**src/rtl/pfwp_pkg.sv**
```systemverilog
// Package: shared flag bundle and its fail-safe reset value for the
// power-fail supervisor. Assumes all flags are active-high levels.
package pfwp_pkg;

    typedef struct packed {
        logic ok;          // supply within tolerance
        logic fail_tight;  // below tight-grade protect threshold
        logic fail_loose;  // below loose-grade protect threshold
        logic swo;         // below backup switchover level
    } supply_flags_t;

    localparam int FLAG_W = $bits(supply_flags_t);

    // Reset value assumes the worst: supply bad, below every threshold.
    localparam supply_flags_t FLAGS_SAFE = '{ok: 1'b0, fail_tight: 1'b1,
                                             fail_loose: 1'b1, swo: 1'b1};

endpackage

```
**src/rtl/pfwp_sync.sv**
```systemverilog
// Two-flop synchroniser, one independent chain per bit.
// Assumes each input bit is a slow level; no multi-bit coherence is implied.
module pfwp_sync #(
    parameter int              W       = 1,
    parameter logic [W-1:0]    RST_VAL = '0
) (
    input  logic         clk,
    input  logic         rst_n,
    input  logic [W-1:0] d_i,
    output logic [W-1:0] q_o
);

    for (genvar b = 0; b < W; b++) begin : g_bit
        logic meta_q;
        logic stab_q;

        // Two-stage capture of one asynchronous bit.
        always_ff @(posedge clk) begin
            if (!rst_n) begin
                meta_q <= RST_VAL[b];
                stab_q <= RST_VAL[b];
            end else begin
                meta_q <= d_i[b];
                stab_q <= meta_q;
            end
        end

        assign q_o[b] = stab_q;
    end

endmodule

```
**src/rtl/pfwp_recovery.sv**
```systemverilog
// Protection state and hold-off counter. A protect condition raises
// protection at once. Release needs RECOVERY_CYCLES consecutive cycles
// of "supply ok and no protect condition". Assumes synchronised inputs.
module pfwp_recovery #(
    parameter int RECOVERY_CYCLES = 8
) (
    input  logic clk,
    input  logic rst_n,
    input  logic fail_i,
    input  logic ok_i,
    output logic wp_o
);

    localparam int                CNT_W = $clog2(RECOVERY_CYCLES + 1);
    localparam logic [CNT_W-1:0]  LAST  = CNT_W'(RECOVERY_CYCLES - 1);

    logic             wp_q;
    logic [CNT_W-1:0] cnt_q;

    // Raise protection on failure; count an unbroken good interval to release.
    always_ff @(posedge clk) begin
        if (!rst_n) begin
            wp_q  <= 1'b1;
            cnt_q <= '0;
        end else if (fail_i) begin
            wp_q  <= 1'b1;
            cnt_q <= '0;
        end else if (!ok_i) begin
            cnt_q <= '0;
        end else if (wp_q) begin
            if (cnt_q == LAST) begin
                wp_q  <= 1'b0;
                cnt_q <= '0;
            end else begin
                cnt_q <= cnt_q + 1'b1;
            end
        end
    end

    assign wp_o = wp_q;

endmodule

```
**src/rtl/pfwp_seal.sv**
```systemverilog
// One-time backup seal and backup-source select. The seal sets on the
// first cycle with no protect condition and holds until reset. The select
// follows the switchover flag only while sealed-off is released.
module pfwp_seal (
    input  logic clk,
    input  logic rst_n,
    input  logic fail_i,
    input  logic swo_i,
    output logic armed_o,
    output logic bkp_sel_o
);

    logic armed_q;
    logic bkp_q;

    // Sticky arming on the first healthy supply.
    always_ff @(posedge clk) begin
        if (!rst_n) armed_q <= 1'b0;
        else        armed_q <= armed_q | ~fail_i;
    end

    // Backup select follows the switchover flag once armed.
    always_ff @(posedge clk) begin
        if (!rst_n) bkp_q <= 1'b0;
        else        bkp_q <= armed_q & swo_i;
    end

    assign armed_o   = armed_q;
    assign bkp_sel_o = bkp_q;

endmodule

```
**src/rtl/pfwp_gate.sv**
```systemverilog
// Combinational bus gate. Blocks strobes and read drivers while protection
// is on; passes them through otherwise. Assumes active-low host strobes.
module pfwp_gate #(
    parameter int DATA_W = 8
) (
    input  logic              wp_i,
    input  logic              ce_n_i,
    input  logic              we_n_i,
    input  logic              oe_n_i,
    input  logic [DATA_W-1:0] rdata_i,
    output logic              ce_n_o,
    output logic              we_n_o,
    output logic              oe_n_o,
    output logic [DATA_W-1:0] dq_o,
    output logic              dq_oe_o
);

    logic rd_en;

    // Strobe blocking and read-driver enable.
    always_comb begin
        ce_n_o  = ce_n_i | wp_i;
        we_n_o  = we_n_i | wp_i;
        oe_n_o  = oe_n_i | wp_i;
        rd_en   = ~wp_i & ~ce_n_i & ~oe_n_i & we_n_i;
        dq_oe_o = rd_en;
        dq_o    = rd_en ? rdata_i : '0;
    end

endmodule

```
**src/rtl/pfwp_supervisor.sv**
```systemverilog
// Top: power-fail write-protect supervisor. Synchronises comparator flags,
// picks the protect flag for the configured grade, and drives protection,
// seal and backup select. grade_sel_i is assumed static during operation.
module pfwp_supervisor #(
    parameter int DATA_W          = 8,
    parameter int RECOVERY_CYCLES = 6250000
) (
    input  logic              clk,
    input  logic              rst_n,
    input  logic              grade_sel_i,
    input  logic              supply_ok_i,
    input  logic              below_prot_tight_i,
    input  logic              below_prot_loose_i,
    input  logic              below_swo_i,
    input  logic              host_ce_n_i,
    input  logic              host_we_n_i,
    input  logic              host_oe_n_i,
    input  logic [DATA_W-1:0] mem_rdata_i,
    output logic              mem_ce_n_o,
    output logic              mem_we_n_o,
    output logic              mem_oe_n_o,
    output logic [DATA_W-1:0] dq_o,
    output logic              dq_oe_o,
    output logic              wp_o,
    output logic              bkp_sel_o,
    output logic              armed_o
);
    import pfwp_pkg::*;

    supply_flags_t raw_flags;
    supply_flags_t syn_flags;
    logic          sel_fail;
    logic          wp;

    // Bundle raw comparator flags.
    always_comb begin
        raw_flags.ok         = supply_ok_i;
        raw_flags.fail_tight = below_prot_tight_i;
        raw_flags.fail_loose = below_prot_loose_i;
        raw_flags.swo        = below_swo_i;
    end

    pfwp_sync #(.W(FLAG_W), .RST_VAL(FLAGS_SAFE)) u_sync (
        .clk   (clk),
        .rst_n (rst_n),
        .d_i   (raw_flags),
        .q_o   (syn_flags)
    );

    // Grade selection of the protect threshold flag.
    always_comb begin
        sel_fail = grade_sel_i ? syn_flags.fail_tight : syn_flags.fail_loose;
    end

    pfwp_recovery #(.RECOVERY_CYCLES(RECOVERY_CYCLES)) u_recovery (
        .clk    (clk),
        .rst_n  (rst_n),
        .fail_i (sel_fail),
        .ok_i   (syn_flags.ok),
        .wp_o   (wp)
    );

    pfwp_seal u_seal (
        .clk       (clk),
        .rst_n     (rst_n),
        .fail_i    (sel_fail),
        .swo_i     (syn_flags.swo),
        .armed_o   (armed_o),
        .bkp_sel_o (bkp_sel_o)
    );

    pfwp_gate #(.DATA_W(DATA_W)) u_gate (
        .wp_i    (wp),
        .ce_n_i  (host_ce_n_i),
        .we_n_i  (host_we_n_i),
        .oe_n_i  (host_oe_n_i),
        .rdata_i (mem_rdata_i),
        .ce_n_o  (mem_ce_n_o),
        .we_n_o  (mem_we_n_o),
        .oe_n_o  (mem_oe_n_o),
        .dq_o    (dq_o),
        .dq_oe_o (dq_oe_o)
    );

    assign wp_o = wp;

endmodule

```
**config.mk**
```make
export PLATFORM = sky130hd
export DESIGN_NAME = pfwp_supervisor
export DESIGN_NICKNAME = d
export VERILOG_FILES = /design/src/rtl/pfwp_pkg.sv /design/src/rtl/pfwp_sync.sv /design/src/rtl/pfwp_recovery.sv /design/src/rtl/pfwp_seal.sv /design/src/rtl/pfwp_gate.sv /design/src/rtl/pfwp_supervisor.sv
export SDC_FILE = /design/constraint.sdc
export NUM_CORES = 1
export LEC_CHECK = 0
export ABC_AREA = 1
export BUFFER_PORTS_ARGS = -buffer_cell sky130_fd_sc_hd__buf_2
export CAP_MARGIN = 25
export CORE_MARGIN = 4
export CORE_UTILIZATION = 50
export CTS_CLUSTER_DIAMETER = 60
export DETAILED_ROUTE_END_ITERATION = 16
export PLACE_DENSITY = 0.75
export SLEW_MARGIN = 5
export SYNTH_ARGS = -nofsm -noshare
export SYNTH_HDL_FRONTEND = slang
export SYNTH_HIERARCHICAL = 1
export SYNTH_SLANG_ARGS = --single-unit
export TNS_END_PERCENT = 30
```
**constraint.sdc**
```tcl
create_clock -name clk -period 1.4 [get_ports clk]
set_clock_uncertainty 0.15 [all_clocks]
set_input_delay 0.35 -clock clk [delete_from_list [all_inputs] [get_ports clk]]
set_output_delay 0.35 -clock clk [all_outputs]
set_load 0.05 [all_outputs]
```
# == Word level (Yosys, flattened, before mapping) ==
# Index checks and enable logic that the tools add are counted.
# op_classes
add_sub_neg,1
reduce_logical,2
mux,5
bitwise_logic,14
eq_ne,1
# op_table
cell,count
$add A23 B1 Y23 const B,1
$eq A23 B23 Y1 const B,1
$mux W23,1
$mux W8,1
$not A1 Y1,6
$and A1 B1 Y1,4
$or A1 B1 Y1,4
$mux W1,3
$reduce_or A3 Y1,1
$reduce_or A2 Y1,1
# word_totals
regBits,34
word_cells,35
output_inout_bits,15
in_bits,18

# == Depth between registers and ports, before layout ==
# logic_depth
ltp_word,5
ltp_mapped,9
ltp_nobuf,9

# == By module ==
# The synthesis kept the hierarchy.
# modules_own_cells
module,cells_per_inst,area_each_um2,seq_area_each_um2,instances
pfwp_recovery,236,1465.2,480.5,1
pfwp_sync,29,255.2,160.2,1
pfwp_gate,26,105.1,0.0,1
pfwp_seal,8,65.1,40.0,1
pfwp_supervisor,4,15.0,0.0,1

# == Least setup slack after synthesis ==
# OpenSTA, ideal clock, no wires.
# synth_path
path_kind,input -> output
startpoint,input port host_we_n_i
endpoint,output port dq_o[0]
path_slack_ns,-0.331
path_stages,4
t_required_ns,0.900
arrival_time_ns,1.231
path_buffers,0
path_cell_list,inv_1 -> nor2_2 -> nand2_2 -> nor2_1
# synth_via
elab_chain_cells,2
# synth_lines
element,line,source
from (decl),pfwp_supervisor.sv:16,"input logic host_we_n_i,"
$and A1 B1 Y1,pfwp_gate.sv:25,rd_en = ~wp_i & ~ce_n_i & ~oe_n_i & we_n_i;
$mux W8,pfwp_gate.sv:27,dq_o = rd_en ? rdata_i : '0;
to (decl),pfwp_supervisor.sv:22,"output logic [DATA_W-1:0] dq_o,"
# Every way passes these cells.

==> impl_metrics.csv <==
group,metric,value,unit
critical_path,critPathLaunchType,"flop",
clock_network,cts_hold_buffers,0,
critical_path,rrSetupSlack,-0.13,ns
cells_and_area,drive_above_1_share,39.57,%
synthesis,synth_xor_area_share,2.758,%
grt,overflow,0,
synthesis,ys_seq_area_share,35.72,%
cells_and_area,finish.net_count,392,
timing,worst_slack,-0.3166,ns
routing,wirelength,5.419,mm
critical_path,crit_fanout,9,
worst_hold_path,min_path_type,"in -> reg",
run,cap_violations,0,
placed_design,dpl_cell_area,2424,sq um
die,initial_core_util,52.05,%
synthesis,synth_mux_area_share,0,%
timing,drv_slew,0,
synthesis,synth_nets,322,
routing,wl_per_cell,12.84,microns
clock_network,ctsRootBufferMaster,"clkbuf_8",
timing,setup_viol,31,
die,fp.dieH,69.74,microns
timing,rsz0062_at_grt,"true",
synthesis,avgSynthCellArea,6.289,sq um
synthesis,synthSimpleGateAreaFrac,41.83,%
routing,drtPass1Iterations,5,
power,switchingPower,0.4466,mW
synthesis,yosysUniqueCellTypes,28,
routing,vias,2126,
synthesis,synth_area,1906,sq um
critical_path,critical_path_arrival,1.22,ns
die,num_rows,22,
grt,antenna_found_initial,0,
clock_network,htreeDepth,2,
routing,routed.top_layer,"met4",
power,pwr-share-comb,5.3,%
timing,hold_viol_final,0,
grt,grt_pass1_vias,2049,
synthesis,synth-compound-area-share,4.137,%
placed_design,placedCellCount,410,
power,power_density,674.6,nW/um^2
power,p_seq_share,51.1,%
grt,track_usage,22.80,%
die,io-pin-count,33,
grt,grt_pass1_wl,9.094,mm
clock_network,cts.clk_slew.worst_paths,0.08,ns
critical_path,critPathCaptureType,"output port",
clock_network,cts_tree,"yes",
clock_network,clock_latency,0.29,ns
cells_and_area,ff_latch_area,704.4,sq um
cells_and_area,filler_cell_count,247,
synthesis,synth_warnings,6,
critical_path,cp.required,0.90,ns
die,coreArea,3661,sq um
cells_and_area,final_cells,422,
cells_and_area,fin_area,2845,sq um
power,vdd_drop_max,0.5935,mV
die,die_w,69.74,microns
cells_and_area,layout_common_cells,"nand2_1, inv_1, buf_4, nor2_1, nand3_1",
synthesis,synthAdderAreaFrac,0.6566,%
die,dieArea,4863,sq um
timing,slew_headroom,82.74,%
power,p_leak,1.254,nW
routing,drc_errors,0,
clock_network,clk_path_buf_depth,2,
power,p_sw_share,23.26,%
synthesis,ys_seq_elements,34,
placed_design,routabilityCongestion,0.8952,
clock_network,cts.sinks,34,
timing,fmax,0.5825,GHz
grt,grt_max_degree,17,
routing,drtAntennaViolNets,0,
routing,met2_length,2.655,mm
cells_and_area,antenna_cells,0,
routing,drt-met1-wl,2.211,mm
placed_design,hpwl,3.406,mm
placed_design,io_buffers,32,
cells_and_area,mostFrequentLayoutCell,"nand2_1",
outcome,status,"finished with violations",
timing,min_period,1.717,ns
routing,drtIter0Drc,127,
synthesis,synth_top_family_by_area,"simple AND/OR/NAND/NOR gates",
synthesis,syn-instance-count,303,
clock_network,numCtsBuffers,5,
cells_and_area,multiInputGateArea,1169,sq um
routing,via_per_inst,5.038,
cells_and_area,area_delta_synth_final,49.31,%
critical_path,critical_path_class,"reg -> out",
timing,finalCritPeriodShare,122.6,%
power,internal-power,1.473,mW
routing,route.met3.wl,396,microns
power,pwr-share-clk,43.6,%
outcome,violations,"setup timing",
timing,worstMarginPinSlew,0.2582,ns
cells by family after synthesis:
kind of cell,after synthesis
buffers and inverters,65
adders and majority gates,1
xor gates and xnor gates,6
DFF,34
and+or+nand+nor,183
AOI/OAI and AO/OA,14
critical path, stage by stage (launching register included):
cell and delay [ns]:
dfxtp_4 0.37, nor2_4 0.14, nand2_8 0.14, nor2_4 0.13, buf_8 0.15
Yosys cell counts:
cell type	instances	area (sq um)
nor3b_1	1	7.510
clkbuf_8	1	13.76
nor2_1	59	221.5
clkbuf_1	1	3.750
xor2_1	5	43.79
nand3_1	34	170.2
ha_1	1	12.51
buf_2	3	15.01
inv_1	52	195.2
nand2_2	3	18.77
buf_4	5	37.54
a21oi_2	1	8.760
o21ai_0	4	20.02
clkinv_1	1	3.750
xnor2_1	1	8.760
nor2_4	1	11.26
nand4_1	11	68.82
inv_2	1	3.750
nor2_2	6	37.54
a21oi_1	7	35.03
nand2_1	65	244.0
buf_6	1	11.26
or2_2	1	6.260
or2_0	1	6.260
a211oi_1	1	7.510
dfxtp_1	34	680.7
nor3_1	1	5.000
o211ai_1	1	7.510
area by class of cell:
cell class	instances	share of cell area, %
Timing Repair Buffer	74	20.93
Multi-Input combinational cell	204	41.07
Inverter	54	7.300
Clock buffer	6	3.298
Clock inverter	2	0.5277
Tap cell	48	2.111
Sequential cell	34	24.76
per-layer routing:
metal  track usage, %  up-vias
li1                 -     1070
met1            27.09      945
met2            40.04       94
met3            4.783       17
met4            8.723        0
met5                0        -
timing repair:
item                       in CTS  in global routing
cloned                          0                  0
pin swaps                       5                  8
setup endpoints to repair      35                 36
gates resized for setup        63                 28
buffers inserted                3                  1
sequential cells by signal, summed over array words and instances, names as in the netlist:
name                 cells
u_sync/g_bit.stab_q      4
u_recovery/wp_o          1
u_seal/bkp_sel_o         1
u_recovery/cnt_q        23
u_sync/g_bit.meta_q      4
u_seal/armed_o           1
power by group through the flow:
| stage | logic [mW] | registers, mW | clock network, mW |
|---|---|---|---|
| 2_1_floorplan | 0.0461 | 1.02 | 0 |
| 3_3_place_gp | 0.0946 | 1.01 | 0 |
| 3_5_place_dp | 0.0969 | 1.01 | 0 |
| 4_1_cts | 0.0995 | 0.981 | 0.867 |
| 5_1_grt | 0.113 | 0.983 | 0.903 |
| 6_report | 0.101 | 0.981 | 0.837 |
path summary, 6_finish.rpt:
check | startpoint | to | cells past startpoint
max reg2reg | u_recovery/cnt_q[8]$_SDFFE_PP0P_ | u_recovery/cnt_q[10]$_SDFFE_PP0P_ | 7
max | u_recovery/wp_o$_SDFFE_PP1P_ | dq_o[7] | 4
min reg2reg | u_sync/g_bit[2].meta_q$_SDFF_PN1_ | u_sync/g_bit[2].stab_q$_SDFF_PN1_ | 2
min | below_prot_tight_i | u_sync/g_bit[2].meta_q$_SDFF_PN1_ | 3
through the flow:
stage                     hold slack [ns]  worst slack, ns  total power [mW]  utilization (%)  setup TNS (ns)
after floorplan                    0.2295         -0.08102             1.070                -         -0.7786
after global placement             0.2343          -0.2208             1.102            66.20          -3.886
after detailed placement           0.2411          -0.2377             1.105            66.20          -4.774
after CTS                         0.06965          -0.2927             1.948            75.12          -3.436
after global routing              0.07992          -0.3554             1.999            77.72          -6.254
final                             0.07839          -0.3166             1.919            77.72          -4.270
Note: power is estimated with default switching activity, not from simulation.
